==> src/rtl/stack_engine.sv <==
module stack_engine #(
  parameter int DATA_W    = 8,
  parameter int PTR_W     = 8,
  parameter int RAM_DEPTH = 128,
  parameter int RESET_PTR = 7
) (
  input  logic              clk,
  input  logic              rst_n,
  input  logic              push_req,
  input  logic              push_self,
  input  logic [DATA_W-1:0] push_data,
  input  logic              pop_req,
  input  logic              ptr_wr,
  input  logic [PTR_W-1:0]  ptr_wdata,
  output logic [DATA_W-1:0] pop_data,
  output logic              pop_valid,
  output logic [PTR_W-1:0]  sp,
  output logic              err
);
  localparam int ADDR_W = $clog2(RAM_DEPTH);
  localparam logic [PTR_W-1:0] TOP_ADDR = PTR_W'(RAM_DEPTH - 1);

  logic [DATA_W-1:0] ram [RAM_DEPTH];

  wire both_req = push_req & pop_req;
  wire do_push  = push_req & ~pop_req;
  wire do_pop   = pop_req & ~push_req;
  wire do_load  = ptr_wr & ~push_req & ~pop_req;

  wire [PTR_W-1:0] sp_up   = sp + 1'b1;
  wire [PTR_W-1:0] sp_down = sp - 1'b1;
  wire push_in_ram = sp_up <= TOP_ADDR;
  wire pop_in_ram  = sp <= TOP_ADDR;

  wire [DATA_W-1:0] push_byte = push_self ? DATA_W'(sp) : push_data;

  always_ff @(posedge clk) begin
    if (!rst_n)       sp <= PTR_W'(RESET_PTR);
    else if (do_push) sp <= sp_up;
    else if (do_pop)  sp <= sp_down;
    else if (do_load) sp <= ptr_wdata;
  end

  always_ff @(posedge clk) begin
    if (do_push && push_in_ram)
      ram[sp_up[ADDR_W-1:0]] <= push_byte;
  end

  always_ff @(posedge clk) begin
    if (!rst_n) begin
      pop_data  <= '0;
      pop_valid <= 1'b0;
      err       <= 1'b0;
    end else begin
      pop_valid <= do_pop;
      err       <= both_req | (do_push & ~push_in_ram) | (do_pop & ~pop_in_ram);
      if (do_pop)
        pop_data <= pop_in_ram ? ram[sp[ADDR_W-1:0]] : '0;
    end
  end

  assert_push_step_R2: assert property (@(posedge clk) disable iff (!rst_n)
    do_push |=> sp == PTR_W'($past(sp) + 1'b1));

  assert_pop_step_R3: assert property (@(posedge clk) disable iff (!rst_n)
    do_pop |=> pop_valid && sp == PTR_W'($past(sp) - 1'b1));

  assert_strobe_only_pop_R3: assert property (@(posedge clk) disable iff (!rst_n)
    !do_pop |=> !pop_valid);

  assert_load_R6: assert property (@(posedge clk) disable iff (!rst_n)
    do_load |=> sp == $past(ptr_wdata));

  assert_conflict_R8: assert property (@(posedge clk) disable iff (!rst_n)
    both_req |=> err && !pop_valid && $stable(sp));

  assert_high_pop_R9: assert property (@(posedge clk) disable iff (!rst_n)
    (do_pop && sp > TOP_ADDR) |=> pop_data == '0 && err);

  assert_quiet_err_R10: assert property (@(posedge clk) disable iff (!rst_n)
    (!push_req && !pop_req) |=> !err);
endmodule

==> config.mk <==
export PLATFORM = sky130hd
export DESIGN_NAME = stack_engine
export DESIGN_NICKNAME = d
export VERILOG_FILES = /design/src/rtl/stack_engine.sv
export SDC_FILE = /design/constraint.sdc
export NUM_CORES = 1
export LEC_CHECK = 0
export ABC_AREA = 1
export BUFFER_PORTS_ARGS = -buffer_cell sky130_fd_sc_hd__buf_4
export CORE_ASPECT_RATIO = 1.5
export CORE_MARGIN = 3
export CORE_UTILIZATION = 55
export DETAILED_ROUTE_END_ITERATION = 6
export GPL_TIMING_DRIVEN = 0
export HOLD_SLACK_MARGIN = 0.06
export PLACE_DENSITY = 0.75
export SETUP_SLACK_MARGIN = 0.1
export SLEW_MARGIN = 10
export SYNTH_ARGS = -nofsm -noshare
export SYNTH_HDL_FRONTEND = slang
export SYNTH_SLANG_ARGS = --single-unit
==> constraint.sdc <==
create_clock -name clk -period 10.85 [get_ports clk]
set_input_delay 0.5425 -clock clk [delete_from_list [all_inputs] [get_ports clk]]
set_output_delay 0.5425 -clock clk [all_outputs]
set_load 0.05 [all_outputs]
; Word-level counts from Yosys, hierarchy flattened
; Memories as Yosys holds them, arrays and structs flattened. A register that Yosys moved wholly into a read port is not among the register bits.
; Cells that the tools add are included.
[classes]
n_addsub = 2
order_cmp = 2
n_mux = 9
bitwise = 13
reduce_logical = 2
[op_table]
columns = operator, count
row1 = 8-bit 2-to-1 mux, 5
row2 = 8-bit by 7-bit less-or-equal comparator with 1-bit output (second input constant), 2
row3 = 7-bit 2-to-1 mux, 2
row4 = 8-bit by 1-bit adder with 8-bit output (second input constant), 1
row5 = 8-bit by 1-bit subtractor with 8-bit output (second input constant), 1
row6 = 1-bit bitwise AND, 7
row7 = 1-bit NOT, 4
row8 = 3-bit nonzero test, 1
row9 = 1-bit 2-to-1 mux, 2
row10 = 1-bit OR, 2
row11 = 1-bit logical AND, 1
[totals]
ff_bits = 18
mem_bits_rw = 1024
out_inout_bits = 18
word_cells = 33
n_memories = 1
[memory_table]
columns = memory, depth, width, read_ports, rd_ports_with_merged_regs, wr, line_no
row1 = ram, 128, 8, 1, 1, 1, 23  ; logic [DATA_W-1:0] ram [RAM_DEPTH];

; Longest topological paths before layout
; Gate-level depths: netlist of the first run.
[logic_depth]
word_depth = 8
ltp_mapped = 14
mapped_depth_nobuf = 11

; Worst setup path after synthesis of the first run
; Ideal clock, no wire load.
[synth_path]
path_type = input-to-reg
from = input port push_self
to = memory ram[0][5] (data pin)
setup_ps = 892
arrival_ps = 4566
required_time_ps = 9958
path_slack_ps = 5392
path_stages = 4
path_buffers = 2
path_cell_list = clkbuf_1 -> clkbuf_1 -> nor2_1 -> a21oi_1
[synth_via]
elab_chain_cells = 1
[synth_lines]
columns = item, line_no
row1 = "start, declared", 10  ; input logic push_self,
row2 = 8-bit 2-to-1 mux, 35  ; wire [DATA_W-1:0] push_byte = push_self ? DATA_W'(sp) : push_data;
row3 = via push_byte[5], 35
row4 = "end, declared", 23
; The timed path passes the listed nets, and every way through them passes these cells.

; Worst setup path after layout of the first run
[layout_path]
from = register sp[0]
to = memory ram[53][0] (enable)
[layout_via]
elab_chain_cells = 5
[layout_lines]
columns = item, line_no
row1 = "start, declared", 17  ; output logic [PTR_W-1:0] sp,
row2 = "start signal, assigned", 38  ; if (!rst_n) sp <= PTR_W'(RESET_PTR);
row3 = "start signal, assigned", 39  ; else if (do_push) sp <= sp_up;
row4 = "start signal, assigned", 40  ; else if (do_pop) sp <= sp_down;
row5 = 8-bit by 1-bit adder with 8-bit output (*), 30  ; wire [PTR_W-1:0] sp_up = sp + 1'b1;
row6 = 8-bit by 7-bit less-or-equal comparator with 1-bit output, 32  ; wire push_in_ram = sp_up <= TOP_ADDR;
row7 = 1-bit logical AND, 45  ; if (do_push && push_in_ram)
row8 = 1-bit 2-to-1 mux, 45
row9 = 1-bit 2-to-1 mux (not written as such), 46  ; ram[sp_up[ADDR_W-1:0]] <= push_byte;
; Mark *: on every way between the ends. The rest lies on a longest branch, timed or not.

==> reports/qor.txt, run 1 <==
Tcrit/Tclk final: 34.9%
post-cts sizing count: 0
setup TNS: 0 ns
share of cells above drive strength 1: 10.9%
Avg Inst Size Synth: 11.8 um^2
P per Cell Area: 188 nW/um^2
num ports: 40
Port Buf Inserts: 37
initial DRC count: 4048
Final ANT Viol Nets: 0
critical path capture point type: flop
R2R setup slack: 7.06 ns
CP max FO: 10
hold endpoint: sp[0]
sequential cell area fraction in the yosys report: 71.9%
initial antenna violation count: 2
Startpoint Class: flop
Total Routed Length: 137000 um
Final Net Count: 3889
total track usage: 32.7%
Crit Reg-Reg Startpoint: sp[0]
worst min-delay path category: primary input to flop
Remaining DRCs: 0
outcome: finished clean
synthesized net count: 3725
hold_ws: 0.214 ns
Horiz. Die Dim: 236 um
RSZ-0062 raised after global routing: false
clk buf depth: 3
WP buf/inv: 4
FILL cells: 5805
H-tree level count: 3
effective utilization at floorplan: 55.8%
die height: 350 um
DP HPWL: 96700 um
most utilized layer in the global route result: met2
clock slew seen by the registers of the worst setup and hold paths: 0.07 ns
GR Layer Usage met2: 52.7%
cell area after synthesis: 43500 um^2
Leak: 17.3 nW
routability congestion estimate from global placement: 1.05
Synth Flop Type: edfxtp_1
Arr. time, crit path: 4.05 ns
Final Hold Viols: 0
clock skew: 0.0256 ns
TritonRoute pass-1 iters: 6
final worst path period need: 3.79 ns
worst-margin pin slew: 1.32 ns
Worst Path Required: 11.11 ns
core box area: 77900 um^2
global-route wire length before repair: 194000 um
Num CTS Buffers: 87
Post-synth ARST share: 0%
EDFF count, synth: 1024
Final Util: 62.7%
Worst R2R End: ram[53][0]
routed vias/inst: 6.22
drt wl/cell: 27.6 um
clk_lat worst skew: 0.65 ns
FF-to-FF path depth: 7
peak supply drop: 0.160 mV
Hold-fix buffers, CTS: 0
largest net degree at the start of global routing: 35
CTS tree: built
M3 GR Usage: 5.91%
CP top delay family: buffers and inverters
clock tree sinks: 1049
max cap viols: 0
max_slew headroom: 12.1%
CTS root buf: clkbuf_16
max incr delay on CP: 0.73 ns
# rows: 125
vias in the first global route: 29.4k
Die ar.: 82600 um^2
Cells after Synth: 3698
via count: 30.8k
grt ovf: 0
Synthesis Warnings: 0
final setup violating endpoints: 0
postcts setup bufs: 0
Slew Limit Fails: 0
CP max-delay cell: nor2_1
WS Path Type: flop to flop
GR met1 Demand/Resource: 37.6%
crit-path cells: buf_6 -> inv_1 -> ha_1 -> inv_1 -> nand4_4 -> buf_6 -> nor2_1
hold path start: ptr_wdata[0]
Seq cells post-synth: 1049
Highest Clock Rate: 0.264 GHz
Yosys cell types: 38
Area Overhead vs Synth: 12.4%
hold path depth: 3
## metrics by stage
stage	worst slack, ns	instance area, um^2	total power [W]	instances
final	7.06	48900	0.00918	4946
after global routing	6.93	48900	0.00936	4943
after CTS	7.12	48900	0.00912	4943
after detailed placement	7.15	46100	0.00606	4789
after global placement	-0.386	45000	0.00601	4751
after floorplan	5.39	43500	0.00544	3698
## how the worst max path moves through the flow
stage | cells past startpoint | endpoint | slack [ns] | start
2_1_floorplan | 4 | ram[0][5] | 5.39 | push_self
6_report | 7 | ram[53][0] | 7.06 | sp[0]
5_1_grt | 7 | ram[52][2] | 6.93 | sp[0]
3_3_place_gp | 4 | ram[60][5] | -0.39 | push_self
4_1_cts | 7 | ram[53][7] | 7.12 | sp[0]
3_5_place_dp | 7 | ram[53][1] | 7.15 | sp[0]
## area by class of cell
class | count | area [um^2] | share of cell area [%]
Antenna cell | 3 | 7.51 | 0.0154
Buffer | 240 | 1510 | 3.08
Clock buffer | 111 | 2370 | 4.85
Clock inverter | 43 | 428 | 0.876
Inverter | 30 | 131 | 0.269
Multi-Input combinational cell | 2379 | 10700 | 21.9
Sequential cell | 1049 | 31300 | 63.9
Tap cell | 1016 | 1270 | 2.60
Timing Repair Buffer | 75 | 1210 | 2.48
## synth_stat cells, types with 11 or more instances
cell | n | area, um^2
clkbuf_1 | 38 | 143
nor2_1 | 127 | 477
nor2_2 | 20 | 125
nand3_1 | 959 | 4800
o21ai_0 | 11 | 55.1
edfxtp_1 | 1024 | 30700
buf_2 | 109 | 546
a21oi_1 | 22 | 110
dfxtp_1 | 25 | 500
inv_1 | 24 | 90.1
buf_1 | 29 | 109
nand2_1 | 1194 | 4480
buf_6 | 54 | 608
## metal layers
layer	up-vias	share of wire (%)
li1	13382	-
met1	14676	32
met2	2228	47
met3	489	10
met4	0	11
met5	-	0
## cells by family after synthesis
family / share of synthesized area (%)
AOI/OAI and AO/OA: 0.633
xor gates and xnor gates: 0.178
adders and majority gates: 0.144
buffers and inverters: 3.76
DFF: 71.9
and+or+nand+nor: 23.4
## power by group
part           internal (W)  switching [W]  total [W]
logic              0.000394        0.00109    0.00149
clock network       0.00174        0.00142    0.00316
registers           0.00453      0.0000154    0.00454
## cells in the final DEF (no fill, tap or decap), types with 5 or more instances in the layout
| cell type | n |
|---|---|
| nand2_1 | 1194 |
| edfxtp_1 | 1024 |
| nand3_1 | 959 |
| nor2_1 | 127 |
| buf_2 | 109 |
| clkbuf_16 | 91 |
| clkbuf_1 | 56 |
| buf_6 | 54 |
| buf_4 | 41 |
| buf_1 | 29 |
| dfxtp_1 | 25 |
| inv_1 | 24 |
| buf_16 | 23 |
| nor2_2 | 20 |
| buf_12 | 15 |
| a21oi_1 | 14 |
| clkinv_1 | 14 |
| o21ai_0 | 11 |
| clkinv_2 | 11 |
| a21oi_4 | 8 |
| nand4_4 | 8 |
| bufinv_16 | 8 |
| o211ai_1 | 6 |
| ha_1 | 5 |
## sequential cells by signal (all words and copies together), names as in the netlist, named ones only
name       count
ram         1024
pop_data       8
sp             8
err            1
pop_valid      1
## worst min-delay path, delay by kind of cell
family	cells	cell delay, ns
AO/OA/AOI/OAI	2	0.21
buffers and inverters	1	0.08
No activity file was read; power rests on OpenSTA's default activity.
==> run 2: changes to the inputs <==
Settings changed: ABC_AREA 1 to 0.
Clock period 10.85 ns to 3.7 ns, I/O delays scaled along.
==> reports/qor.txt, run 2 <==
outcome: finished with violations
failing checks: setup timing
max reg flops: 1024 (unchanged)
global-route wire length before repair: 166000 um (-14%)
DP HPWL: 77200 um (-20%)
most frequent cell after synthesis: edfxtp_1
dpl cells: 3166 (-34%)
num ports: 40 (unchanged)
RSZ-0062 raised after global routing: true
CTS root buf: clkbuf_16
area leader, netlist: edfxtp_1
Leak: 15.3 nW (-12%)
Highest Clock Rate: 0.263 GHz (-0.34%)
Crit Reg-Reg Startpoint: sp[1]
sequential cell area fraction in the yosys report: 75.7% (+3.8 points)
Remaining DRCs: 0 (unchanged)
final std cell area, no fill: 46300 um^2 (-5.3%)
H-tree level count: 3 (unchanged)
diode count: 0 (-3)
Slew Limit Fails: 0 (unchanged)
routability congestion estimate from global placement: 0.959 (-8.8%)
P per Cell Area: 567 nW/um^2 (+200%)
routed vias/inst: 6.79 (+9.2%)
clock tree sinks: 1049 (unchanged)
Synthesis Warnings: 0 (unchanged)
Num CTS Buffers: 91 (+4.6%)
final setup violating endpoints: 58 (+58)
die height: 342 um (-2.5%)
Startpoint Class: flop
clock skew: 0.0384 ns (+0.0128 ns)
highest-count cells in the layout ignoring fill and taps: edfxtp_1, mux4_2, mux2i_1
Avg Inst Size Synth: 19.4 um^2 (+65%)
Placement Cell Area: 43000 um^2 (-6.7%)
worst-margin pin slew: 1.34 ns (+0.0224 ns)
Seq cells post-synth: 1049 (unchanged)
Area Overhead vs Synth: 12.0%
share of cells above drive strength 1: 21.9% (+11 points)
Final Net Count: 2306 (-41%)
core box area: 74000 um^2 (-4.9%)
peak supply drop: 0.530 mV (+230%)
Port Buf Inserts: 38 (+2.7%)
TritonRoute pass-1 iters: 7 (+1)
clk buf depth: 3 (unchanged)
post-place setup slack: -0.107 ns (-7.26 ns)
Final Hold Viols: 0 (unchanged)
commonest cells in the netlist: edfxtp_1, mux4_2, nor2_1, mux2i_1, a22oi_1
WS Path Type: flop to flop
worst min-delay path category: primary input to flop
Cells after Synth: 2132 (-42%)
synthesized net count: 2159 (-42%)
Arr. time, crit path: 4.10 ns (+0.05 ns)
area share of the largest cell type after synthesis: 74.5% (+3.8 points)
Die ar.: 78500 um^2 (-5.0%)
clock slew seen by the registers of the worst setup and hold paths: 0.07 ns (about the same)
Tcrit/Tclk final: 103% (+68 points)
hold path start: ptr_wdata[3]
initial antenna violation count: 1 (-1)
Synth Flop Type: edfxtp_1
initial DRC count: 3339 (-18%)
cell area after synthesis: 41300 um^2 (-5.1%)
most common cell after layout, fill and taps aside: edfxtp_1
largest net degree at the start of global routing: 129 (+270%)
Horiz. Die Dim: 230 um (-2.5%)
max cap viols: 0 (unchanged)
EDFF count, synth: 1024 (unchanged)
critical path capture point type: flop
worst setup margin: -0.101 ns (-7.16 ns)
effective utilization at floorplan: 55.8% (-0.070 points)
Final ANT Viol Nets: 0 (unchanged)
via count: 22.7k (-26%)
Post-synth ARST share: 0% (unchanged)
vias in the first global route: 23.1k (-21%)
final worst path period need: 3.80 ns (+0.0130 ns)
CTS tree: built
Setup crit start: sp[1]
Total Routed Length: 118000 um (-14%)
Worst Path Required: 4.00 ns (-7.11 ns)
# rows: 122 (-2.4%)
CP max FO: 10 (unchanged)
grt ovf: 0 (unchanged)
synth top area cells: edfxtp_1, mux4_2, mux2i_1
max_slew headroom: 10.6% (-1.5 points)
drt wl/cell: 35.2 um (+28%)
Final Util: 62.5% (-0.26 points)
Layout Cells excl Fill: 3342 (-32%)
Yosys cell types: 58 (+53%)
Final Power: 0.0262 W (+190%)
total track usage: 30.3% (-2.5 points)
clk_lat worst skew: 0.69 ns (+0.04 ns)
run 2: per-stage QoR:
| stage | hold WS [ns] | TNS, ns |
|---|---|---|
| final | 0.0990 | -2.06 |
| after global routing | 0.169 | -4.61 |
| after CTS | 0.0950 | 0 |
| after detailed placement | 0.569 | -2.59 |
| after global placement | 0.560 | -0.787 |
| after floorplan | 0.363 | 0 |
run 2: cells by family after synthesis:
kind of cell / synth area share, %
xor gates and xnor gates: 0.318
buffers and inverters: 1.78
AOI/OAI and AO/OA: 3.85
muxes: 14.4
and+or+nand+nor: 3.86
adders and majority gates: 0.152
DFF: 75.7
run 2: layer usage:
layer	up-vias	share of wire [%]	track usage (%)
li1	8988	-	-
met1	11658	32	35.2
met2	1651	49	49.2
met3	407	10	6.75
met4	2	9.4	23.2
met5	-	0.047	0.563
run 2: report_power, final:
| part | switching (W) | total, W | internal, W | leakage, nW |
|---|---|---|---|---|
| sequential | 0.0000505 | 0.0133 | 0.0133 | 9.45 |
| combinational | 0.00212 | 0.00304 | 0.000917 | 4.39 |
| clock | 0.00435 | 0.00987 | 0.00551 | 1.48 |
run 2: cell type report:
class / instances / area, um^2
Tap cell: 992 / 1240
Sequential cell: 1049 / 31300
Fill cell: 4950 / 27800
Clock inverter: 60 / 706
Buffer: 119 / 708
Clock buffer: 104 / 2350
Timing Repair Buffer: 54 / 503
Inverter: 7 / 26.3
Multi-Input combinational cell: 957 / 9480
run 2: what timing repair did:
action / 4_1_cts / 5_1_grt
endpoints found under the hold margin: 10 / 0
gates resized for setup: 15 / 27
setup buffers: 5 / 0
pin swaps: 3 / 0
hold buffers: 7 / 0
endpoints found under the setup margin: 280 / 292
run 2: worst paths after layout:
check | slack (ns) | cells after the start | to
setup / recovery | -0.10 | 7 | ram[73][6]
hold / removal | 0.1 | 6 | sp[3]
setup reg to reg | -0.10 | 7 | ram[73][6]
hold reg to reg | 0.71 | 2 | pop_data[4]
run 2: worst max-delay path, stage by stage (launching register included):
cell and delay, ns:
dfxtp_1 0.54, inv_1 0.14, ha_1 0.33, nor2b_1 0.24
and2_1 0.19, nand2_1 0.44, clkbuf_1 0.61, nor2_1 0.91
